--- config.mk ---
export PLATFORM = sky130hd
export DESIGN_NAME = i2c_mem_rd_engine
export DESIGN_NICKNAME = d
export VERILOG_FILES = /design/src/rtl/i2c_rd_pkg.sv /design/src/rtl/i2c_bus_events.sv /design/src/rtl/i2c_rd_pointer.sv /design/src/rtl/i2c_rd_decode.sv /design/src/rtl/i2c_mem_rd_engine.sv
export SDC_FILE = /design/constraint.sdc
export NUM_CORES = 1
export LEC_CHECK = 0
export BUFFER_PORTS_ARGS = -buffer_cell sky130_fd_sc_hd__buf_4
export CORE_ASPECT_RATIO = 0.9
export CORE_UTILIZATION = 61
export CTS_CLUSTER_DIAMETER = 80
export DETAILED_ROUTE_END_ITERATION = 10
export GPL_TIMING_DRIVEN = 0
export PLACE_DENSITY_LB_ADDON = 0.25
export SLEW_MARGIN = 10
export SYNTH_ARGS = -nofsm -noshare
export SYNTH_HDL_FRONTEND = slang
export SYNTH_SLANG_ARGS = --single-unit
--- constraint.sdc ---
create_clock -name clk -period 6.6 [get_ports clk]
set_input_delay 0.99 -clock clk [delete_from_list [all_inputs] [get_ports clk]]
set_output_delay 0.99 -clock clk [all_outputs]
set_load 0.005 [all_outputs]
--- src/rtl/i2c_rd_pkg.sv ---
package i2c_rd_pkg;
  typedef enum logic [2:0] {
    ST_IDLE,
    ST_RX,
    ST_RX_ACK,
    ST_TX,
    ST_TX_ACK
  } eng_state_t;

  typedef enum logic [1:0] {
    CX_DEV,
    CX_AMSB,
    CX_ALSB,
    CX_DATA
  } rx_ctx_t;

  typedef enum logic {
    SP_MAIN,
    SP_OTP
  } space_t;
endpackage

--- src/rtl/i2c_bus_events.sv ---
module i2c_bus_events (
  input  logic clk,
  input  logic rst,
  input  logic scl_i,
  input  logic sda_i,
  output logic scl_rise,
  output logic scl_fall,
  output logic start_det,
  output logic stop_det
);
  logic scl_q;
  logic sda_q;

  always_ff @(posedge clk) begin
    if (rst) begin
      scl_q <= 1'b1;
      sda_q <= 1'b1;
    end else begin
      scl_q <= scl_i;
      sda_q <= sda_i;
    end
  end

  always_comb begin
    scl_rise  = scl_i & ~scl_q;
    scl_fall  = ~scl_i & scl_q;
    start_det = scl_i & scl_q & sda_q & ~sda_i;
    stop_det  = scl_i & scl_q & ~sda_q & sda_i;
  end
endmodule

--- src/rtl/i2c_rd_pointer.sv ---
module i2c_rd_pointer #(
  parameter int AW = 8
) (
  input  logic          clk,
  input  logic          rst,
  input  logic          load,
  input  logic [AW-1:0] load_val,
  input  logic          inc,
  output logic [AW-1:0] ptr
);
  always_ff @(posedge clk) begin
    if (rst) begin
      ptr <= '0;
    end else if (load) begin
      ptr <= load_val;
    end else if (inc) begin
      ptr <= ptr + AW'(1);
    end
  end
endmodule

--- src/rtl/i2c_rd_decode.sv ---
module i2c_rd_decode
  import i2c_rd_pkg::*;
#(
  parameter int          OTP_AW     = 5,
  parameter logic [3:0]  DEV_FAMILY = 4'b1010
) (
  input  rx_ctx_t    ctx,
  input  space_t     space_q,
  input  logic [7:0] rx_byte,
  input  logic       msb_ok_q,
  input  logic       otp_lock_i,
  output logic       ack,
  output logic       go_read,
  output space_t     space_new,
  output logic       main_load,
  output logic       otp_load,
  output logic       msb_ok_new,
  output rx_ctx_t    next_ctx
);
  always_comb begin
    ack        = 1'b0;
    go_read    = 1'b0;
    space_new  = space_q;
    main_load  = 1'b0;
    otp_load   = 1'b0;
    msb_ok_new = msb_ok_q;
    next_ctx   = CX_DATA;
    case (ctx)
      CX_DEV: begin
        if (rx_byte[7:4] == DEV_FAMILY && rx_byte[3:2] == 2'b00) begin
          ack       = 1'b1;
          space_new = rx_byte[1] ? SP_OTP : SP_MAIN;
          go_read   = rx_byte[0];
          next_ctx  = CX_AMSB;
        end
      end
      CX_AMSB: begin
        ack        = 1'b1;
        msb_ok_new = (rx_byte[3:0] == 4'b0000);
        next_ctx   = CX_ALSB;
      end
      CX_ALSB: begin
        ack = 1'b1;
        if (space_q == SP_MAIN) main_load = 1'b1;
        else otp_load = msb_ok_q && (rx_byte[7:OTP_AW] == '0);
      end
      default: begin
        ack = !(space_q == SP_OTP && otp_lock_i);
      end
    endcase
  end
endmodule

--- src/rtl/i2c_mem_rd_engine.sv ---
module i2c_mem_rd_engine
  import i2c_rd_pkg::*;
#(
  parameter int         MEM_AW     = 12,
  parameter int         OTP_AW     = 5,
  parameter logic [3:0] DEV_FAMILY = 4'b1010
) (
  input  logic              clk,
  input  logic              rst,
  input  logic              scl_i,
  input  logic              sda_i,
  input  logic              otp_lock_i,
  output logic              sda_pd_o,
  output logic              mem_rd_o,
  output logic [MEM_AW-1:0] mem_addr_o,
  input  logic [7:0]        mem_rdata_i,
  output logic              otp_rd_o,
  output logic [OTP_AW-1:0] otp_addr_o,
  input  logic [7:0]        otp_rdata_i
);
  localparam int HI_W = MEM_AW - 8;

  logic scl_rise, scl_fall, start_det, stop_det;

  eng_state_t        state;
  rx_ctx_t           ctx;
  space_t            space_q;
  space_t            cap_space_q;
  logic [HI_W-1:0]   msb_q;
  logic              msb_ok_q;
  logic [7:0]        shreg;
  logic [7:0]        txsh;
  logic [7:0]        txbuf;
  logic [3:0]        bit_cnt;
  logic              read_q;
  logic              req_q;
  logic              cap_q;

  logic              dec_ack, dec_go_read, dec_main_load, dec_otp_load, dec_msb_ok;
  space_t            dec_space;
  rx_ctx_t           dec_next_ctx;

  logic              rx_done, tx_ack_rise;
  logic              main_load_en, otp_load_en, main_inc, otp_inc;
  logic [MEM_AW-1:0] main_ptr;
  logic [OTP_AW-1:0] otp_ptr;

  i2c_bus_events u_events (
    .clk      (clk),
    .rst      (rst),
    .scl_i    (scl_i),
    .sda_i    (sda_i),
    .scl_rise (scl_rise),
    .scl_fall (scl_fall),
    .start_det(start_det),
    .stop_det (stop_det)
  );

  i2c_rd_decode #(
    .OTP_AW    (OTP_AW),
    .DEV_FAMILY(DEV_FAMILY)
  ) u_decode (
    .ctx       (ctx),
    .space_q   (space_q),
    .rx_byte   (shreg),
    .msb_ok_q  (msb_ok_q),
    .otp_lock_i(otp_lock_i),
    .ack       (dec_ack),
    .go_read   (dec_go_read),
    .space_new (dec_space),
    .main_load (dec_main_load),
    .otp_load  (dec_otp_load),
    .msb_ok_new(dec_msb_ok),
    .next_ctx  (dec_next_ctx)
  );

  always_comb begin
    rx_done      = (state == ST_RX) && scl_fall && (bit_cnt == 4'd8);
    tx_ack_rise  = (state == ST_TX_ACK) && scl_rise;
    main_load_en = rx_done && dec_main_load;
    otp_load_en  = rx_done && dec_otp_load;
    main_inc     = tx_ack_rise && (space_q == SP_MAIN);
    otp_inc      = tx_ack_rise && (space_q == SP_OTP);
  end

  i2c_rd_pointer #(.AW(MEM_AW)) u_main_ptr (
    .clk     (clk),
    .rst     (rst),
    .load    (main_load_en),
    .load_val({msb_q, shreg}),
    .inc     (main_inc),
    .ptr     (main_ptr)
  );

  i2c_rd_pointer #(.AW(OTP_AW)) u_otp_ptr (
    .clk     (clk),
    .rst     (rst),
    .load    (otp_load_en),
    .load_val(shreg[OTP_AW-1:0]),
    .inc     (otp_inc),
    .ptr     (otp_ptr)
  );

  always_ff @(posedge clk) begin
    if (rst) begin
      state       <= ST_IDLE;
      ctx         <= CX_DEV;
      space_q     <= SP_MAIN;
      cap_space_q <= SP_MAIN;
      msb_q       <= '0;
      msb_ok_q    <= 1'b0;
      shreg       <= '0;
      txsh        <= '0;
      txbuf       <= '0;
      bit_cnt     <= '0;
      read_q      <= 1'b0;
      req_q       <= 1'b0;
      cap_q       <= 1'b0;
      sda_pd_o    <= 1'b0;
      mem_rd_o    <= 1'b0;
      mem_addr_o  <= '0;
      otp_rd_o    <= 1'b0;
      otp_addr_o  <= '0;
    end else begin
      // read pipeline: request -> strobe -> data capture
      mem_rd_o    <= 1'b0;
      otp_rd_o    <= 1'b0;
      req_q       <= 1'b0;
      cap_q       <= mem_rd_o | otp_rd_o;
      cap_space_q <= otp_rd_o ? SP_OTP : SP_MAIN;
      if (cap_q) txbuf <= (cap_space_q == SP_OTP) ? otp_rdata_i : mem_rdata_i;
      if (req_q) begin
        if (space_q == SP_OTP) begin
          otp_rd_o   <= 1'b1;
          otp_addr_o <= otp_ptr;
        end else begin
          mem_rd_o   <= 1'b1;
          mem_addr_o <= main_ptr;
        end
      end

      if (start_det) begin
        state    <= ST_RX;
        ctx      <= CX_DEV;
        bit_cnt  <= '0;
        read_q   <= 1'b0;
        sda_pd_o <= 1'b0;
      end else if (stop_det) begin
        state    <= ST_IDLE;
        sda_pd_o <= 1'b0;
      end else begin
        case (state)
          ST_RX: begin
            if (scl_rise && bit_cnt != 4'd8) begin
              shreg   <= {shreg[6:0], sda_i};
              bit_cnt <= bit_cnt + 4'd1;
            end else if (rx_done) begin
              if (dec_ack) begin
                sda_pd_o <= 1'b1;
                state    <= ST_RX_ACK;
                ctx      <= dec_next_ctx;
                space_q  <= dec_space;
                msb_ok_q <= dec_msb_ok;
                read_q   <= dec_go_read;
                req_q    <= dec_go_read;
                if (ctx == CX_AMSB) msb_q <= shreg[HI_W-1:0];
              end else begin
                state <= ST_IDLE;
              end
            end
          end
          ST_RX_ACK: begin
            if (scl_fall) begin
              if (read_q) begin
                state    <= ST_TX;
                txsh     <= txbuf;
                sda_pd_o <= ~txbuf[7];
                bit_cnt  <= 4'd1;
              end else begin
                state    <= ST_RX;
                sda_pd_o <= 1'b0;
                bit_cnt  <= '0;
              end
            end
          end
          ST_TX: begin
            if (scl_fall) begin
              if (bit_cnt == 4'd8) begin
                sda_pd_o <= 1'b0;
                state    <= ST_TX_ACK;
              end else begin
                sda_pd_o <= ~txsh[6];
                txsh     <= {txsh[6:0], 1'b1};
                bit_cnt  <= bit_cnt + 4'd1;
              end
            end
          end
          ST_TX_ACK: begin
            if (scl_rise) begin
              if (!sda_i) begin
                state <= ST_RX_ACK;
                req_q <= 1'b1;
              end else begin
                state <= ST_IDLE;
              end
            end
          end
          default: ;
        endcase
      end
    end
  end
endmodule

==> run summary, run 1 <==
ANT nets after route: 0
final core utilization: 74.8%
VDD IR max: 0.153 mV
grt ovf: 0
Avg WL per Cell: 15.2 um
row cnt: 26
Clock Latency Late Sink: 350 ps
GRT Max-Usage Layer: met2
GR Layer Usage met2: 48.0%
final wirelength: 8720 um
LEAKAGE: 1.69 nW
final setup TNS: 0 ps
Startpoint Class: input port
routability cong.: 0.902
compound-cell area share of the yosys netlist: 14.4%
Crit path top cell by count: clkbuf_1
area growth from synthesis to layout: 15.2%
ys async rst share: 0%
Clock Skew: 6.57 ps
Buf/Inv on CP: 3
met3 Resource Use GR: 6.46%
Synth Area in Simple Gates: 25.6%
Worst Path Arrival: 2850 ps
power per cell area: 207 nW/um^2
FF/Latch Area: 1620 um^2
Mapped Nets: 478
DIE HEIGHT: 76.9 um
Synth Area in Adders: 2.63%
CP delay by family, top: buffers and inverters
post-cts sizing count: 0
worst path required time: 6860 ps
Design Area, Final: 4380 um^2
synth warn: 0
Setup Fix Bufs, Post-CTS: 0
Final HPWL DP: 6270 um
mean post-synth cell area: 8.47 um^2
mux share of post-synthesis cell area: 8.19%
Max Fanout on Critical Path: 10
WS Path Type: in -> reg
Fill cells: 454
vias in the first global route: 3194
met1 GRT Util: 34.6%
clk slew on worst S/H paths: 80 ps
Residual DRC: 0
fin crit period: 2590 ps
first-pass GRT wire length: 14600 um
root buffer cell: clkbuf_8
share of cells above drive strength 1: 12.2%
Final Hold Vio Count: 0
initial antenna violation count: 0
sequential area share after synthesis: 42.6%
total die area: 6550 um^2
status: complete, no violations
CTS buffer count: 9
vias: 3421
Post-Syn Instances: 449
crit path cell chain: buf_4, clkbuf_1, nand2b_1, or2_1, a211oi_2, clkbuf_1, nor2_1, a211oi_1
worst hold path class: reg -> reg
buffers added on ports: 39
Synth cell types: 56
pin count of the biggest net entering global routing: 13
Tcrit/Tclk final: 39.2%
deepest clock path buffer count: 2
main combinational cell family by area after synthesis: simple AND/OR/NAND/NOR gates
ys flop type: dfxtp_1
Post-Synth XOR/XNOR Area: 2.53%
CTS tree: yes
Pre-antenna DRT Iters: 5
RSZ-0062 raised after global routing: no
CORE AREA: 5860 um^2
crit path max-delay cell type: clkbuf_1
FMAX: 0.386 GHz
gr usage total: 28.3%
CP Capture Type: register
DR vias/cell: 5.98
Antenna Cells: 0
CP peak stage delay: 370 ps
worst slew pin tran: 713 ps
Syn Std Cell Area: 3800 um^2
Num Clock Sinks: 81
cts hold-fix bufs: 0
DIE WIDTH: 85.2 um
WHS: 455 ps
number of I/O pins: 41
synthesis-stage register bit count: 81
Max Cap Violations: 0
Iter 0 DRT Violations: 149
Initial Util: 64.9%
footprint of the multi-input gates: 2030 um^2
final setup violation count: 0
H-tree depth: 3
fin. max-slew vios: 0
DP Area: 4180 um^2
Post-synth EDFFs: 0
Final nets: 528
Rel. slew slack: 52.5%
-- cells in the mapped netlist, types with 3 or more instances --
master	n	area share [%]
dfxtp_1	81	43
nor2_1	64	6.3
nand2_1	46	4.5
a21oi_1	36	4.7
mux2i_1	30	7.9
clkbuf_1	23	2.3
a211oi_1	19	3.8
nand3_1	15	2.0
nor3_1	13	1.7
inv_1	11	1.1
o21ai_0	10	1.3
ha_1	8	2.6
xnor2_1	8	1.8
nand2b_1	7	1.2
nand4_1	6	0.99
and3_1	5	0.82
nand3b_1	5	0.99
nor2b_1	5	0.82
a31oi_1	3	0.49
and3b_1	3	0.69
and4_1	3	0.69
nor3b_1	3	0.59
or2_2	3	0.49
xor2_1	3	0.69
-- final cells by class --
class / count / area share [%]
multi-input cells: 330 / 46.3
flip-flops and latches: 81 / 37.0
repair buffers: 39 / 6.68
clock buffers: 10 / 2.91
plain buffers: 27 / 2.51
well taps: 70 / 2.00
clock inverters: 4 / 1.60
inverters: 11 / 0.943
-- registers in the layout, summed over array words and instances, names as in the netlist --
name            flops
mem_rd_o            1
shreg               8
sda_pd_o            1
space_q             1
msb_q               4
state               3
cap_q               1
bit_cnt             4
txbuf               8
u_otp_ptr.ptr       5
ctx                 2
cap_space_q         1
txsh                7
req_q               1
otp_addr_o          5
read_q              1
u_main_ptr.ptr     12
u_events.scl_q      1
mem_addr_o         12
u_events.sda_q      1
otp_rd_o            1
msb_ok_q            1
-- logic make-up after synthesis --
group | Yosys count
buffers and inverters | 38
AO/OA/AOI/OAI | 86
multiplexers | 31
adder cells (fa/ha/maj) | 8
flip-flops | 81
XOR/XNOR | 11
AND/OR/NAND/NOR | 194
-- metrics by stage --
| stage | std cells | setup WS (ps) | total power, W |
|---|---|---|---|
| 6_report | 572 | 4010 | 0.000909 |
| 5_1_grt | 572 | 3820 | 0.000933 |
| 4_1_cts | 572 | 4040 | 0.000912 |
| 3_5_place_dp | 558 | 3650 | 0.000544 |
| 3_3_place_gp | 558 | 3690 | 0.000544 |
| 2_1_floorplan | 449 | 4080 | 0.000526 |
-- power breakdown --
group	leakage, nW	internal (W)	switching, W	total (W)
sequential	0.653	0.000490	0.00000162	0.000492
combinational	0.930	0.0000174	0.0000241	0.0000415
clock	0.102	0.000208	0.000168	0.000376
total	1.69	0.000715	0.000194	0.000909
-- tightest hold or removal path, stage by stage (launching register included) --
cell	delay [ps]
dfxtp_1	310
nand2_1	50
a21oi_1	50
-- layout by cell type, fill, tap and decap left out, types with 5 or more instances in the layout --
cell,instances
a211oi_1,19
a21oi_1,36
and3_1,5
buf_4,39
clkbuf_1,24
clkbuf_8,9
dfxtp_1,81
ha_1,8
inv_1,11
mux2i_1,30
nand2_1,46
nand2b_1,7
nand3_1,15
nand3b_1,5
nand4_1,6
nor2_1,64
nor2b_1,5
nor3_1,13
o21ai_0,10
xnor2_1,8
-- routing by layer --
metal	part of all wire (%)	wire [um]
met2	48	4200
met5	0	0
met1	44	3790
met3	6.7	583
met4	1.6	140
-- path summary, 6_finish.rpt --
kind	from	to	slack, ps	cells past startpoint
min reg2reg	msb_ok_q	msb_ok_q	460	2
min	msb_ok_q	msb_ok_q	460	2
max reg2reg	bit_cnt[0]	msb_ok_q	4260	8
max	scl_i	txsh[5]	4010	8
Note: power is estimated with default switching activity, not from simulation.
==> run 2, diff against run 1 <==
--- a/config.mk
+++ b/config.mk
@@ -7,7 +7,7 @@
 export LEC_CHECK = 0
 export BUFFER_PORTS_ARGS = -buffer_cell sky130_fd_sc_hd__buf_4
 export CORE_ASPECT_RATIO = 0.9
-export CORE_UTILIZATION = 61
+export CORE_UTILIZATION = 58
 export CTS_CLUSTER_DIAMETER = 80
 export DETAILED_ROUTE_END_ITERATION = 10
 export GPL_TIMING_DRIVEN = 0
==> constraint.sdc (replaced) <==
create_clock -name clk -period 2.5 [get_ports clk]
set_input_delay 0.375 -clock clk [delete_from_list [all_inputs] [get_ports clk]]
set_output_delay 0.375 -clock clk [all_outputs]
set_load 0.005 [all_outputs]
==> run 2 against run 1 <==
  * Final cell count increased by 3.3%
  * Via count increased by 2.6%
  * Clock skew increased by 3.5 ps
  * Largest power group unchanged
  * Cell area increased by 1.1%
  * Sequential power increased to 2.6 times the previous value
  * Die area increased by 5.1%
  * Setup slack got worse by 3800 ps
  * Critical path depth unchanged
  * Power increased to 2.7 times the previous value
  * Non-clock buffer count unchanged
==> run summary, run 2 (synthesis gave the netlist of run 1 again) <==
CP Capture Type: register
share of cells above drive strength 1: 12.5% (+0.35 points)
H-tree depth: 3 (unchanged)
CTS tree: yes
VDD IR max: 0.388 mV (+150%)
Initial Util: 61.2% (-3.8 points)
most frequent cells in the layout: dfxtp_1 (81), nor2_1 (64), nand2_1 (46), buf_4 (39), a21oi_1 (36)
RSZ-0062 raised after global routing: no
Final Hold Vio Count: 0 (unchanged)
worst slew pin tran: 632 ps (-80.9 ps)
worst hold path class: in -> reg
vias in the first global route: 3314 (+3.8%)
Crit Reg-Reg Startpoint: bit_cnt[0]
cts hold-fix bufs: 0 (unchanged)
clk slew on worst S/H paths: 80 ps (about the same)
Rel. slew slack: 57.9% (+5.4 points)
WS Path Type: reg -> reg
final setup violation count: 0 (unchanged)
Clock Latency Late Sink: 360 ps (about the same)
deepest clock path buffer count: 2 (unchanged)
CTS buffer count: 9 (unchanged)
pin count of the biggest net entering global routing: 14 (+1)
Top Registers: mem_addr_o x12, u_main_ptr.ptr x12
final wirelength: 9080 um (+4.1%)
final setup TNS: 0 ps (unchanged)
min-delay src: sda_i
power per cell area: 560 nW/um^2 (+170%)
Max Fanout on Critical Path: 7 (-3)
status: complete, no violations
Fill cells: 527 (+16%)
ANT nets after route: 0 (unchanged)
DR vias/cell: 5.94 (-0.67%)
number of I/O pins: 41 (unchanged)
Avg WL per Cell: 15.4 um (+0.77%)
Tcrit/Tclk final: 92.6%
Residual DRC: 0 (unchanged)
FMAX: 0.432 GHz
DIE HEIGHT: 78.8 um (+2.5%)
R2R Path End: msb_ok_q
Clock Skew: 10.1 ps (+3.53 ps)
hold endpoint: u_events.sda_q
worst reg-to-reg setup slack: 190 ps (-4070 ps)
LEAKAGE: 1.69 nW (+0.25%)
Setup Fix Bufs, Post-CTS: 0 (unchanged)
crit path max-delay cell type: or4b_1
Pre-antenna DRT Iters: 6 (+1)
grt ovf: 0 (unchanged)
first-pass GRT wire length: 15100 um (+3.1%)
fin. max-slew vios: 0 (unchanged)
Final HPWL DP: 6280 um (+0.20%)
hold path cells: 2 (unchanged)
crit path cell chain: inv_1, ha_1, and3b_2, nand4_2, or3b_1, buf_6, or4b_1, a21oi_1
Antenna Cells: 0 (unchanged)
Final nets: 528 (unchanged)
Max Cap Violations: 0 (unchanged)
area growth from synthesis to layout: 16.4%
initial antenna violation count: 0 (unchanged)
CORE AREA: 6220 um^2 (+6.2%)
commonest non-fill, non-tap cell in the layout: dfxtp_1
buffers added on ports: 39 (unchanged)
DIE WIDTH: 87.4 um (+2.5%)
worst path required time: 2780 ps (-4080 ps)
Iter 0 DRT Violations: 285 (+91%)
Worst Path Arrival: 2600 ps (-250 ps)
root buffer cell: clkbuf_8
vias: 3511 (+2.6%)
row cnt: 27 (+3.8%)
CP peak stage delay: 490 ps (+120 ps)
Total Power: 0.00248 W (+170%)
total die area: 6880 um^2 (+5.1%)
Worst R2R Path Depth: 8 (unchanged)
gr usage total: 28.4% (+0.085 points)
routability cong.: 0.920 (+2.0%)
Num Clock Sinks: 81 (unchanged)
fin crit period: 2310 ps
post-cts sizing count: 0 (unchanged)
Startpoint Class: register
[run 2: routing by layer]
metal	global-route usage, %	routed length (um)	vias to the layer above
met5	0	0	-
met4	11.5	243	0
met3	6.96	540	29
met2	49.3	4480	138
met1	33.3	3810	1660
li1	-	-	1684
[run 2: how the worst max path moves through the flow]
stage / slack [ps] / depth (start not counted) / to / from
2_1_floorplan: 430 / 8 / msb_ok_q / bit_cnt[0]
3_3_place_gp: 190 / 8 / txsh[3] / scl_i
3_5_place_dp: 170 / 8 / txsh[3] / scl_i
4_1_cts: 150 / 8 / msb_ok_q / bit_cnt[0]
5_1_grt: 50 / 8 / msb_ok_q / bit_cnt[0]
6_report: 190 / 8 / msb_ok_q / bit_cnt[0]
[run 2: where the power goes]
| group | switching [W] | internal [W] | total [W] |
|---|---|---|---|
| clock | 0.000474 | 0.000593 | 0.00107 |
| sequential | 0.00000438 | 0.00129 | 0.00130 |
| combinational | 0.0000661 | 0.0000462 | 0.000112 |
[run 2: cell type report]
class / instances / area (um^2) / area share [%]
inverters: 11 / 41.3 / 0.933
multi-input cells: 330 / 2030 / 45.9
flip-flops and latches: 81 / 1620 / 36.6
plain buffers: 27 / 110 / 2.49
clock inverters: 4 / 76.3 / 1.72
clock buffers: 12 / 145 / 3.28
repair buffers: 39 / 293 / 6.61
well taps: 87 / 109 / 2.46
[run 2: critical path, delay by kind of cell (launching register included)]
family / cells / cell delay [ps]
compound gates: 1 / 160
fa+ha+maj: 1 / 170
simple gates: 4 / 1330
buf+inv: 2 / 220
flops: 1 / 350
[run 2: metrics by stage]
stage | hold WS (ps) | area, um^2 | utilization (%) | worst slack, ps | std cells
finish | 279 | 4430 | 71.2 | 186 | 591
global route | 297 | 4430 | 71.2 | 54.7 | 591
CTS | 272 | 4430 | 71.2 | 145 | 591
detailed placement | 447 | 4200 | 67.6 | 173 | 575
global placement | 439 | 4200 | 67.6 | 191 | 575
floorplan | 428 | 3800 | - | 426 | 449
